### src/rtl/vic_pkg.sv
package vic_pkg;

    typedef enum logic {
        SVC_IDLE = 1'b0,
        SVC_BUSY = 1'b1
    } svc_state_e;

    // word addresses (byte offset / 4)
    localparam int unsigned WA_NORM_STAT = 0;
    localparam int unsigned WA_FAST_STAT = 1;
    localparam int unsigned WA_RAW       = 2;
    localparam int unsigned WA_CLASS     = 3;
    localparam int unsigned WA_ENABLE    = 4;
    localparam int unsigned WA_EN_CLR    = 5;
    localparam int unsigned WA_SOFT      = 6;
    localparam int unsigned WA_SOFT_CLR  = 7;
    localparam int unsigned WA_PROT      = 8;
    localparam int unsigned WA_LVL_MASK  = 9;
    localparam int unsigned WA_VEC_BASE  = 64;
    localparam int unsigned WA_PRI_BASE  = 128;
    localparam int unsigned WA_CUR_VEC   = 960;

endpackage

### src/rtl/vic_arbiter.sv
module vic_arbiter #(
    parameter int NSRC = 32,
    parameter int PW   = 4,
    localparam int IW  = $clog2(NSRC)
) (
    input  logic [NSRC-1:0] cand,
    input  logic [PW-1:0]   prio [NSRC],
    output logic            any,
    output logic [IW-1:0]   win_idx,
    output logic [PW-1:0]   win_prio
);

    // scanning downward with <= lets the lower index win ties
    always_comb begin
        any      = 1'b0;
        win_idx  = '0;
        win_prio = '1;
        for (int i = NSRC - 1; i >= 0; i--) begin
            if (cand[i] && (prio[i] <= win_prio)) begin
                any      = 1'b1;
                win_prio = prio[i];
                win_idx  = IW'(i);
            end
        end
    end

endmodule

### src/rtl/vic_vector_bank.sv
module vic_vector_bank #(
    parameter int NSRC = 32,
    parameter int DW   = 32,
    localparam int IW  = $clog2(NSRC)
) (
    input  logic          clk,
    input  logic          rst_n,
    input  logic          we,
    input  logic [IW-1:0] widx,
    input  logic [DW-1:0] wdata,
    input  logic [IW-1:0] bus_idx,
    output logic [DW-1:0] bus_val,
    input  logic [IW-1:0] win_idx,
    output logic [DW-1:0] win_val
);

    logic [DW-1:0] vec_q [NSRC];

    for (genvar g = 0; g < NSRC; g++) begin : g_slot
        always_ff @(posedge clk or negedge rst_n) begin
            if (!rst_n)                           vec_q[g] <= '0;
            else if (we && (widx == IW'(g)))      vec_q[g] <= wdata;
        end
    end

    assign bus_val = vec_q[bus_idx];
    assign win_val = vec_q[win_idx];

endmodule

### src/rtl/vic_ctrl.sv
module vic_ctrl
    import vic_pkg::*;
#(
    parameter int NSRC = 32,
    parameter int DW   = 32,
    parameter int AW   = 10,
    parameter int PW   = 4,
    localparam int IW  = $clog2(NSRC),
    localparam int NLV = 1 << PW
) (
    input  logic            clk,
    input  logic            rst_n,
    input  logic [NSRC-1:0] src_req,
    input  logic            bus_sel,
    input  logic            bus_wr,
    input  logic            bus_priv,
    input  logic [AW-1:0]   bus_addr,
    input  logic [DW-1:0]   bus_wdata,
    output logic [DW-1:0]   bus_rdata,
    output logic            fiq_o,
    output logic            irq_o
);

    svc_state_e      state_q, state_d;
    logic [PW-1:0]   held_q;
    logic [NSRC-1:0] class_q, en_q, soft_q;
    logic            prot_q;
    logic [NLV-1:0]  lvl_mask_q;
    logic [PW-1:0]   prio_q [NSRC];

    logic            acc_ok, wr_ok, rd_ok;
    logic [31:0]     a32;
    logic            hit_vec, hit_pri, hit_cur;
    logic [IW-1:0]   slot;
    logic [NSRC-1:0] raw, norm_stat, fast_stat, elig;
    logic            win_any;
    logic [IW-1:0]   win_idx;
    logic [PW-1:0]   win_prio;
    logic [DW-1:0]   vec_bus, vec_win;
    logic            claim, ack;

    assign acc_ok = bus_sel && (bus_priv || !prot_q);
    assign wr_ok  = acc_ok && bus_wr;
    assign rd_ok  = acc_ok && !bus_wr;
    assign a32    = 32'(bus_addr);
    assign hit_vec = (a32 >= WA_VEC_BASE) && (a32 < WA_VEC_BASE + NSRC);
    assign hit_pri = (a32 >= WA_PRI_BASE) && (a32 < WA_PRI_BASE + NSRC);
    assign hit_cur = (a32 == WA_CUR_VEC);
    assign slot    = IW'(a32);   // both slot ranges are NSRC-aligned

    assign raw       = src_req | soft_q;
    assign norm_stat = raw & en_q & ~class_q;
    assign fast_stat = raw & en_q & class_q;

    for (genvar g = 0; g < NSRC; g++) begin : g_elig
        assign elig[g] = norm_stat[g] && lvl_mask_q[prio_q[g]] &&
                         ((state_q == SVC_IDLE) || (prio_q[g] < held_q));
    end

    vic_arbiter #(.NSRC(NSRC), .PW(PW)) u_arb (
        .cand(elig), .prio(prio_q), .any(win_any),
        .win_idx(win_idx), .win_prio(win_prio)
    );

    vic_vector_bank #(.NSRC(NSRC), .DW(DW)) u_vec (
        .clk(clk), .rst_n(rst_n), .we(wr_ok && hit_vec), .widx(slot),
        .wdata(bus_wdata), .bus_idx(slot), .bus_val(vec_bus),
        .win_idx(win_idx), .win_val(vec_win)
    );

    // control registers
    always_ff @(posedge clk or negedge rst_n) begin
        if (!rst_n) begin
            class_q    <= '0;
            en_q       <= '0;
            soft_q     <= '0;
            prot_q     <= 1'b0;
            lvl_mask_q <= '1;
        end else if (wr_ok) begin
            unique case (a32)
                WA_CLASS:    class_q    <= NSRC'(bus_wdata);
                WA_ENABLE:   en_q       <= NSRC'(bus_wdata);
                WA_EN_CLR:   en_q       <= en_q & ~NSRC'(bus_wdata);
                WA_SOFT:     soft_q     <= NSRC'(bus_wdata);
                WA_SOFT_CLR: soft_q     <= soft_q & ~NSRC'(bus_wdata);
                WA_PROT:     prot_q     <= bus_wdata[0];
                WA_LVL_MASK: lvl_mask_q <= NLV'(bus_wdata);
                default: ;
            endcase
        end
    end

    for (genvar g = 0; g < NSRC; g++) begin : g_prio
        always_ff @(posedge clk or negedge rst_n) begin
            if (!rst_n)                                  prio_q[g] <= '1;
            else if (wr_ok && hit_pri && slot == IW'(g)) prio_q[g] <= PW'(bus_wdata);
        end
    end

    // service state machine
    assign claim = rd_ok && hit_cur && win_any;
    assign ack   = wr_ok && hit_cur;

    always_comb begin
        state_d = state_q;
        unique case (state_q)
            SVC_IDLE: if (claim) state_d = SVC_BUSY;
            SVC_BUSY: if (ack)   state_d = SVC_IDLE;
        endcase
    end

    always_ff @(posedge clk or negedge rst_n) begin
        if (!rst_n) begin
            state_q <= SVC_IDLE;
            held_q  <= '1;
        end else begin
            state_q <= state_d;
            if (state_q == SVC_IDLE && claim) held_q <= win_prio;
        end
    end

    // outputs
    always_comb begin
        irq_o     = win_any;
        fiq_o     = |fast_stat;
        bus_rdata = '0;
        if (rd_ok) begin
            if (hit_vec)      bus_rdata = vec_bus;
            else if (hit_pri) bus_rdata = DW'(prio_q[slot]);
            else if (hit_cur) bus_rdata = win_any ? vec_win : '0;
            else begin
                unique case (a32)
                    WA_NORM_STAT: bus_rdata = DW'(norm_stat);
                    WA_FAST_STAT: bus_rdata = DW'(fast_stat);
                    WA_RAW:       bus_rdata = DW'(raw);
                    WA_CLASS:     bus_rdata = DW'(class_q);
                    WA_ENABLE:    bus_rdata = DW'(en_q);
                    WA_SOFT:      bus_rdata = DW'(soft_q);
                    WA_PROT:      bus_rdata = DW'(prot_q);
                    WA_LVL_MASK:  bus_rdata = DW'(lvl_mask_q);
                    default:      bus_rdata = '0;
                endcase
            end
        end
    end

endmodule

### config.mk
export PLATFORM = sky130hd
export DESIGN_NAME = vic_ctrl
export DESIGN_NICKNAME = d
export VERILOG_FILES = /design/src/rtl/vic_pkg.sv /design/src/rtl/vic_arbiter.sv /design/src/rtl/vic_vector_bank.sv /design/src/rtl/vic_ctrl.sv
export SDC_FILE = /design/constraint.sdc
export NUM_CORES = 2
export LEC_CHECK = 0
export ABC_CLOCK_PERIOD_IN_PS = 113100
export BUFFER_PORTS_ARGS = -buffer_cell sky130_fd_sc_hd__clkbuf_2
export CELL_PAD_IN_SITES_DETAIL_PLACEMENT = 1
export CELL_PAD_IN_SITES_GLOBAL_PLACEMENT = 1
export CORE_UTILIZATION = 58
export CTS_BUF_LIST = sky130_fd_sc_hd__clkbuf_2 sky130_fd_sc_hd__clkbuf_4 sky130_fd_sc_hd__clkbuf_8
export CTS_CLUSTER_SIZE = 30
export DETAILED_ROUTE_END_ITERATION = 12
export PLACE_DENSITY_LB_ADDON = 0.3
export SKIP_CTS_REPAIR_TIMING = 1
export SLEW_MARGIN = 30
export SYNTH_ARGS = -nofsm -noshare
export SYNTH_HDL_FRONTEND = slang
export SYNTH_SLANG_ARGS = --single-unit
### constraint.sdc
create_clock -name clk -period 113.1 [get_ports clk]
set_input_delay 5.655 -clock clk [delete_from_list [all_inputs] [get_ports clk]]
set_output_delay 5.655 -clock clk [all_outputs]
set_load 0.02 [all_outputs]
After elaboration in Yosys (flattened, before gate mapping)
Index checks and enable logic that the tools add are counted.
{"block": "op_classes", "order_cmp": 102, "reduce_logical": 216, "eq_ne": 41, "bitwise_logic": 11, "mux": 180}
{"operator": "binary-select mux 32 bit (select 5 bit)", "n": 2}
{"operator": "two-way mux 32 bit", "n": 9}
{"operator": "one-hot mux 32 bit (8 select lines)", "n": 1}
{"operator": "logical AND 1 bit", "n": 171}
{"operator": "bitwise AND 32 bit", "n": 5}
{"operator": "less-than comparator 4 x 5 -> 1 bit (second input constant)", "n": 32}
{"operator": "two-way mux 5 bit", "n": 32}
{"operator": "two-way mux 4 bit", "n": 34}
{"operator": "binary-select mux 1 bit (select 4 bit)", "n": 32}
{"operator": "less-than comparator 4 bit", "n": 32}
{"operator": "one-hot mux 32 bit (2 select lines)", "n": 2}
{"operator": "<= comparator 4 bit", "n": 31}
{"operator": "== test 5 bit (second input constant)", "n": 16}
{"operator": "two-way mux 1 bit", "n": 66}
{"operator": "NOT 32 bit", "n": 2}
{"operator": "== test 10 x 3 -> 1 bit (second input constant)", "n": 4}
{"operator": "== test 5 x 4 -> 1 bit (second input constant)", "n": 8}
{"operator": "logical OR 1 bit", "n": 33}
{"operator": "logical NOT 32 bit", "n": 1}
{"operator": "OR 32 bit", "n": 1}
{"operator": "OR reduction 32 bit", "n": 1}
{"operator": "binary-select mux 4 bit (select 5 bit)", "n": 1}
{"operator": "== test 10 x 2 -> 1 bit (second input constant)", "n": 2}
{"operator": "== test 10 x 4 -> 1 bit (second input constant)", "n": 2}
{"operator": "18 further kinds", "n": 30}
{"block": "word_totals", "input_bits": 79, "elab_cells": 621, "output_inout_bits": 34, "regBits": 1270}

Longest topological paths before layout
{"block": "depth", "word_depth": 109, "depth_mapped": 303, "depth_no_buf": 294}

Modules after synthesis
A second synthesis with hierarchy kept.
{"block": "hier_totals", "cells_unflattened": 7553, "area_unflattened_um2": 82855.7}
{"mod": "vic_vector_bank", "n_inst": 1, "seq_area_each_um2": 25624.6, "area_each_um2": 55718.4, "cells_each": 4611}
{"mod": "vic_ctrl", "n_inst": 1, "seq_area_each_um2": 6341.1, "area_each_um2": 19880.3, "cells_each": 1871}
{"mod": "vic_arbiter", "n_inst": 1, "seq_area_each_um2": 0.0, "area_each_um2": 7257.0, "cells_each": 1071}

Least setup slack after synthesis
OpenSTA, ideal clock, no wires.
{"block": "synth_path", "kind": "input to output", "from": "input src_req[31]", "to": "output bus_rdata[26]", "path_stages": 267, "path_slack_ns": 47.959, "n_path_buf": 7, "t_required_ns": 107.445, "arrival_time_ns": 59.486, "cell_sequence": "o21ai_0 -> a211oi_1 -> o21ai_1 -> or3_1 -> ha_1 -> a31o_2 -> o21ai_0 -> nor3_1 -> o211ai_1 -> mux2_2 -> ha_1 -> nand2_1 -> o21ai_0 -> maj3_1 -> o221ai_1 -> mux2_2 -> inv_1 -> ha_1 -> [231 not listed] -> nor2b_1 -> o21ai_0 -> nand2b_1 -> a21oi_1 -> a41oi_1 -> nor3_1 -> nand2_1 -> nand2_1 -> inv_1 -> and4_1 -> buf_2 -> nand4b_1 -> clkbuf_1 -> nand2_1 -> a211oi_1 -> o21ai_1 -> a41o_1 -> a221oi_1"}
{"block": "synth_between", "elab_chain_len": 109, "elab_cells_between_ends": 172, "classes_between": "order compare: 31; mux: 103; bitwise: 4; reduce/logical: 34"}
{"element": "start: declaration", "line": "vic_ctrl.sv:13", "text": "input logic [NSRC-1:0] src_req,"}
{"element": "OR 32 bit (*)", "line": "vic_ctrl.sv:51", "text": "assign raw = src_req | soft_q;"}
{"element": "bitwise AND 32 bit (*) (2 in a row)", "line": "vic_ctrl.sv:52", "text": "assign norm_stat = raw & en_q & ~class_q;"}
{"element": "logical AND 1 bit (*) (2 in a row)", "line": "vic_ctrl.sv:56", "text": "assign elig[g] = norm_stat[g] && lvl_mask_q[prio_q[g]] &&"}
{"element": "logical AND 1 bit (*)", "line": "vic_arbiter.sv:19", "text": "if (cand[i] && (prio[i] <= win_prio)) begin"}
{"element": "two-way mux 4 bit", "line": "vic_arbiter.sv:19"}
{"element": "<= comparator 4 bit", "line": "vic_arbiter.sv:19"}
{"element": "logical AND 1 bit", "line": "vic_arbiter.sv:19"}
{"element": "two-way mux 4 bit", "line": "vic_arbiter.sv:19"}
{"element": "[89 not listed]"}
{"element": "two-way mux 5 bit", "line": "vic_arbiter.sv:19"}
{"element": "NOT 5 -> 6 bit (implied by the code)", "line": "vic_vector_bank.sv:27", "text": "assign win_val = vec_q[win_idx];"}
{"element": "binary-select mux 32 bit (select 5 bit)", "line": "vic_vector_bank.sv:27"}
{"element": "two-way mux 32 bit (implied by the code) (2 in a row)", "line": "vic_vector_bank.sv:27"}
{"element": "two-way mux 32 bit (*) (2 in a row)", "line": "vic_ctrl.sv:130", "text": "else if (hit_cur) bus_rdata = win_any ? vec_win : '0;"}
{"element": "two-way mux 32 bit (*)", "line": "vic_ctrl.sv:129", "text": "else if (hit_pri) bus_rdata = DW'(prio_q[slot]);"}
{"element": "two-way mux 32 bit (*)", "line": "vic_ctrl.sv:128", "text": "if (hit_vec) bus_rdata = vec_bus;"}
{"element": "two-way mux 32 bit (*)", "line": "vic_ctrl.sv:127", "text": "if (rd_ok) begin"}
{"element": "end: declaration", "line": "vic_ctrl.sv:19", "text": "output logic [DW-1:0] bus_rdata,"}
Mark *: on every way between the ends. The rest lies on a longest branch, timed or not. The select of a mux whose other input is x is not followed.

Worst setup path in the final report
{"block": "layout_path", "from": "input src_req[31]", "to": "output bus_rdata[23]"}
Same word-level chain as after synthesis.

==> results <==
- Of all nets on the critical path, the largest fanout is 129.
- The total via count in the routed design is 76,300.
- At the worst endpoint, the required time is 107.44 ns.
- The synthesized netlist cell count is 7,269.
- The minimum hold slack is 0.534 ns.
- The synthesized flop and latch total is 1,270.
- The buffer levels on the longest clock path is 3.
- The achievable clock frequency is 12.8 MHz.
- The number of antenna violations at the first check in global routing came to 44.
- The type of element launching the critical path is a primary input.
- The die span in x is 377 um.
- Along the worst hold path, the cell count comes to 1.
- The cell at the slowest stage of the critical path is sky130_fd_sc_hd__a2111oi_0.
- The endpoint identified for the worst register-to-register timing path is held_q[3].
- The final routed wire length divided by cell count is 43.5 um.
- Setup violations remaining at the end of the flow were counted as 0.
- The initial cell density of the core is 58.5%.
- TritonCTS built the clock tree.
- The relative slew slack is 12.5%.
- Setup repair after global routing left no endpoint under its margin.
- After detailed routing, the number of remaining DRC violations is 3.
- The mapped netlist covers 0.0817 mm2.
- The total placed cells including tap cells is 8,766.
- Combinational logic burns 5.6% of the power.
- The summed negative setup slack over all endpoints is 0 ns.
- The number of enable flip-flop cells after synthesis is 0.
- The H-tree generated during clock tree synthesis spans 4 levels.
- The chip height is 377 um.
- For the worst-skew pair, the clock arrives at the later sink with an insertion delay of 1.07 ns.
- CTS saw 1,270 sinks.
- For this run, asynchronously set or reset flops after synthesis account for 100%.
- The synthesized netlist net count is 7,539.
- Data on the critical path arrives at its endpoint at 72.66 ns.
- The cell at the root of the clock tree is sky130_fd_sc_hd__clkbuf_8.
- Entering global routing, the biggest net connects 168 pins.
- The final layout net count is 7,386.
- Global routing consumed, over all layers together, 53.0% of the routing resources.
- The register-to-register setup slack is 45.74 ns.
- The area growth from synthesis to layout is 9.17%.
- The number of CTS-inserted buffers is 212.
- The fraction of final layout cells with drive strength greater than 1 is 37.2%.
- The final non-filler cell area is 0.0892 mm2.
- The share of power burned in registers is 44.9%.
- The count of routing violations after the opening detailed-route iteration is 12,900.
- For the final database, setup skew stands at 0.0476 ns.
- The final reports fail on design-rule violations.
- The clock slew at the register clock pins of the worst setup and hold paths is 0.06 ns.
- The total overflow left after global routing is 0.
- In this run the tool buffered the top-level ports with 112 buffer cells.
- Sequential elements use 39.1% of the synthesized area.
- The path class of the tightest hold or removal check is reg2reg.
- The start point of the worst hold path is u_vec.vec_q[296].
- The worst hold path terminates at u_vec.vec_q[296].
- The portion of the clock cycle consumed by the worst path in the final layout is 69.2%.
- The number of max-slew violations in the final report is 0.
- The number of distinct library cell variants in the gate-level netlist after synthesis is 107.
- The class of the most critical setup path is in2out.
- Excluding fillers, the count of instances in the completed layout stands at 9,214.
- The count of final hold-check violations is 0.
- The final wirelength is 401,000 um.
- Summed over all nets, the switching power comes to 285 uW.
- The global-route wire length before repair is 545,000 um.
- Averaged over all synthesized cells, the footprint is 11.2 um2.
- The die covers 0.142 mm2.
- The count of nets left with antenna violations once routing finished came out at 0.
- The via count of the first global-routing pass is 76,600.
- The tool flagged a number of max-cap violations equal to 0.
- The clock network burns 49.6% of the power.
- The post-detailed-placement cell area is 0.0837 mm2.
- The critical path's most frequent cell is sky130_fd_sc_hd__ha_1.
- The total number of placement rows is 137.
- The internal power of the cells totals 749 uW.
- Net switching is 27.6% of the power.
- The Yosys step of the flow raised 0 warnings.
- The count of cells along the worst register-to-register path is 262.
- The startpoint of the worst register-to-register path is prio_q[0].
- The mean number of vias per cell is 8.28.
- The leading register cell type out of synthesis is sky130_fd_sc_hd__dfrtp_1.
- The run finished, with violations left.
- At the pin with the least slew margin, the transition time is 1.31 ns.
- The floorplan step defined a core boundary enclosing 0.140 mm2.
- The congestion estimate from routability-driven global placement came to 1.06.
- The top-level I/O count is 113.
- The worst stage delay on the critical path is 0.85 ns.
- In this run the power density over the cells is 11.6 mW/mm2.
- The maximum vdd ir drop is 0.0000117 V.
- The final critical delay including setup and external delays is 78.32 ns.
- In this run the static leakage power is 39.1 nW.
- STA classifies the critical path endpoint as an output port.
- The half-perimeter wire length after detailed placement is 211,000 um.
- The iteration count of the initial detailed-routing pass is 11.
==> layer usage <==
| metal | wire length (um) | vias to the layer above | part of all wire, % | GRT usage (%) |
|---|---|---|---|---|
| li1 | - | 27000 | - | - |
| met5 | 949 | - | 0.24 | 0 |
| met3 | 62500 | 3325 | 16 | 22.3 |
| met1 | 127000 | 37700 | 32 | 61.7 |
| met4 | 45700 | 44 | 11 | 46.9 |
| met2 | 165000 | 8270 | 41 | 74.9 |
==> power groups by stage <==
| stage | Combinational, mW | Sequential, mW | Clock [mW] |
|---|---|---|---|
| after detailed placement | 0.0528 | 0.471 | 0 |
| final | 0.0577 | 0.464 | 0.513 |
| after CTS | 0.0538 | 0.463 | 0.495 |
| after global routing | 0.0590 | 0.464 | 0.522 |
| after floorplan | 0.0279 | 0.469 | 0 |
| after global placement | 0.0513 | 0.471 | 0 |
==> critical path, delay by kind of cell <==
| kind | cells | cell delay [ns] |
|---|---|---|
| buf+inv | 22 | 3.63 |
| simple gates | 60 | 11.40 |
| fa+ha+maj | 34 | 10.00 |
| compound gates | 117 | 30.71 |
| mux | 31 | 11.03 |
==> cell families (layout without fill, tap and decap cells) <==
group | count (synthesis) | in the layout | share of synthesized area [%]
mux | 1980 | 1980 | 34.1
simple gates | 1807 | 1807 | 9.87
flops | 1270 | 1270 | 39.1
compound gates | 1171 | 1171 | 9.68
buf+inv | 837 | 867 | 4.15
fa+ha+maj | 195 | 195 | 2.97
xor+xnor | 9 | 9 | 0.0965
other cells | 0 | 39 | 0
==> state kept, by name (all words and copies together) (netlist names) <==
signal	cells
held_q	4
prot_q	1
prio_q	128
en_q	32
state_q	1
lvl_mask_q	16
class_q	32
u_vec.vec_q	1024
soft_q	32
==> how the worst max path moves through the flow <==
stage,startpoint,cells after the start,to,slack (ns)
finish,src_req[31],264,bus_rdata[23],34.78
global route,src_req[31],268,bus_rdata[23],30.74
CTS,src_req[31],266,bus_rdata[0],35.89
detailed placement,src_req[31],266,bus_rdata[0],36.47
global placement,src_req[31],266,bus_rdata[30],38.78
floorplan,src_req[31],267,bus_rdata[26],47.96
==> metrics by stage <==
| step | utilization (%) | setup slack, ns | power [mW] |
|---|---|---|---|
| floorplan | - | 47.96 | 0.497 |
| global placement | 59.8 | 38.78 | 0.522 |
| detailed placement | 59.9 | 36.47 | 0.524 |
| CTS | 63.5 | 35.89 | 1.01 |
| global route | 63.8 | 30.74 | 1.04 |
| finish | 63.8 | 34.78 | 1.03 |
==> synth_stat cells, drive strengths merged, types with 23 or more instances <==
master	count	share of area [%]
inv	171	0.79
nor2	192	0.90
a31oi	80	0.64
nand2	925	4.2
ha	191	2.9
a22o	75	0.80
a21o	23	0.21
o211ai	60	0.56
nor3	57	0.36
nor2b	31	0.24
nand4	52	0.41
dfstp	148	4.8
buf	250	1.5
o2111ai	29	0.31
mux4	517	14
a21boi	35	0.32
a21oi	212	1.3
mux2	1242	17
mux2i	221	2.7
a211oi	36	0.34
dfrtp	1122	34
and3	25	0.19
nand2b	51	0.39
o31ai	25	0.25
nand3	380	2.3
o21ai	324	2.0
a221oi	44	0.49
clkbuf	416	1.9
==> cell type report <==
class	count	area [um2]
antenna	39	97.6
clock buffer	338	4250
clock inverter	59	779
fill	14000	50500
inverter	171	642
multi-input combinational	5162	46700
sequential	1270	32000
tap	1876	2350
timing repair buffer	299	2380
==> cell usage in the layout (no fill, tap or decap), drive strengths merged, types with 51 or more instances in the layout <==
cell type and n:
inv 180, nor3 57, a31oi 80, a22o 75, mux4 517, dfrtp 1122
mux2i 221, o211ai 60, nand2 925, dfstp 148, nand4 52, nand2b 51
nand3 380, mux2 1242, ha 191, o21ai 324, nor2 192, clkbuf 445
buf 192, a21oi 212
Power figures use the tool's default switching activity.
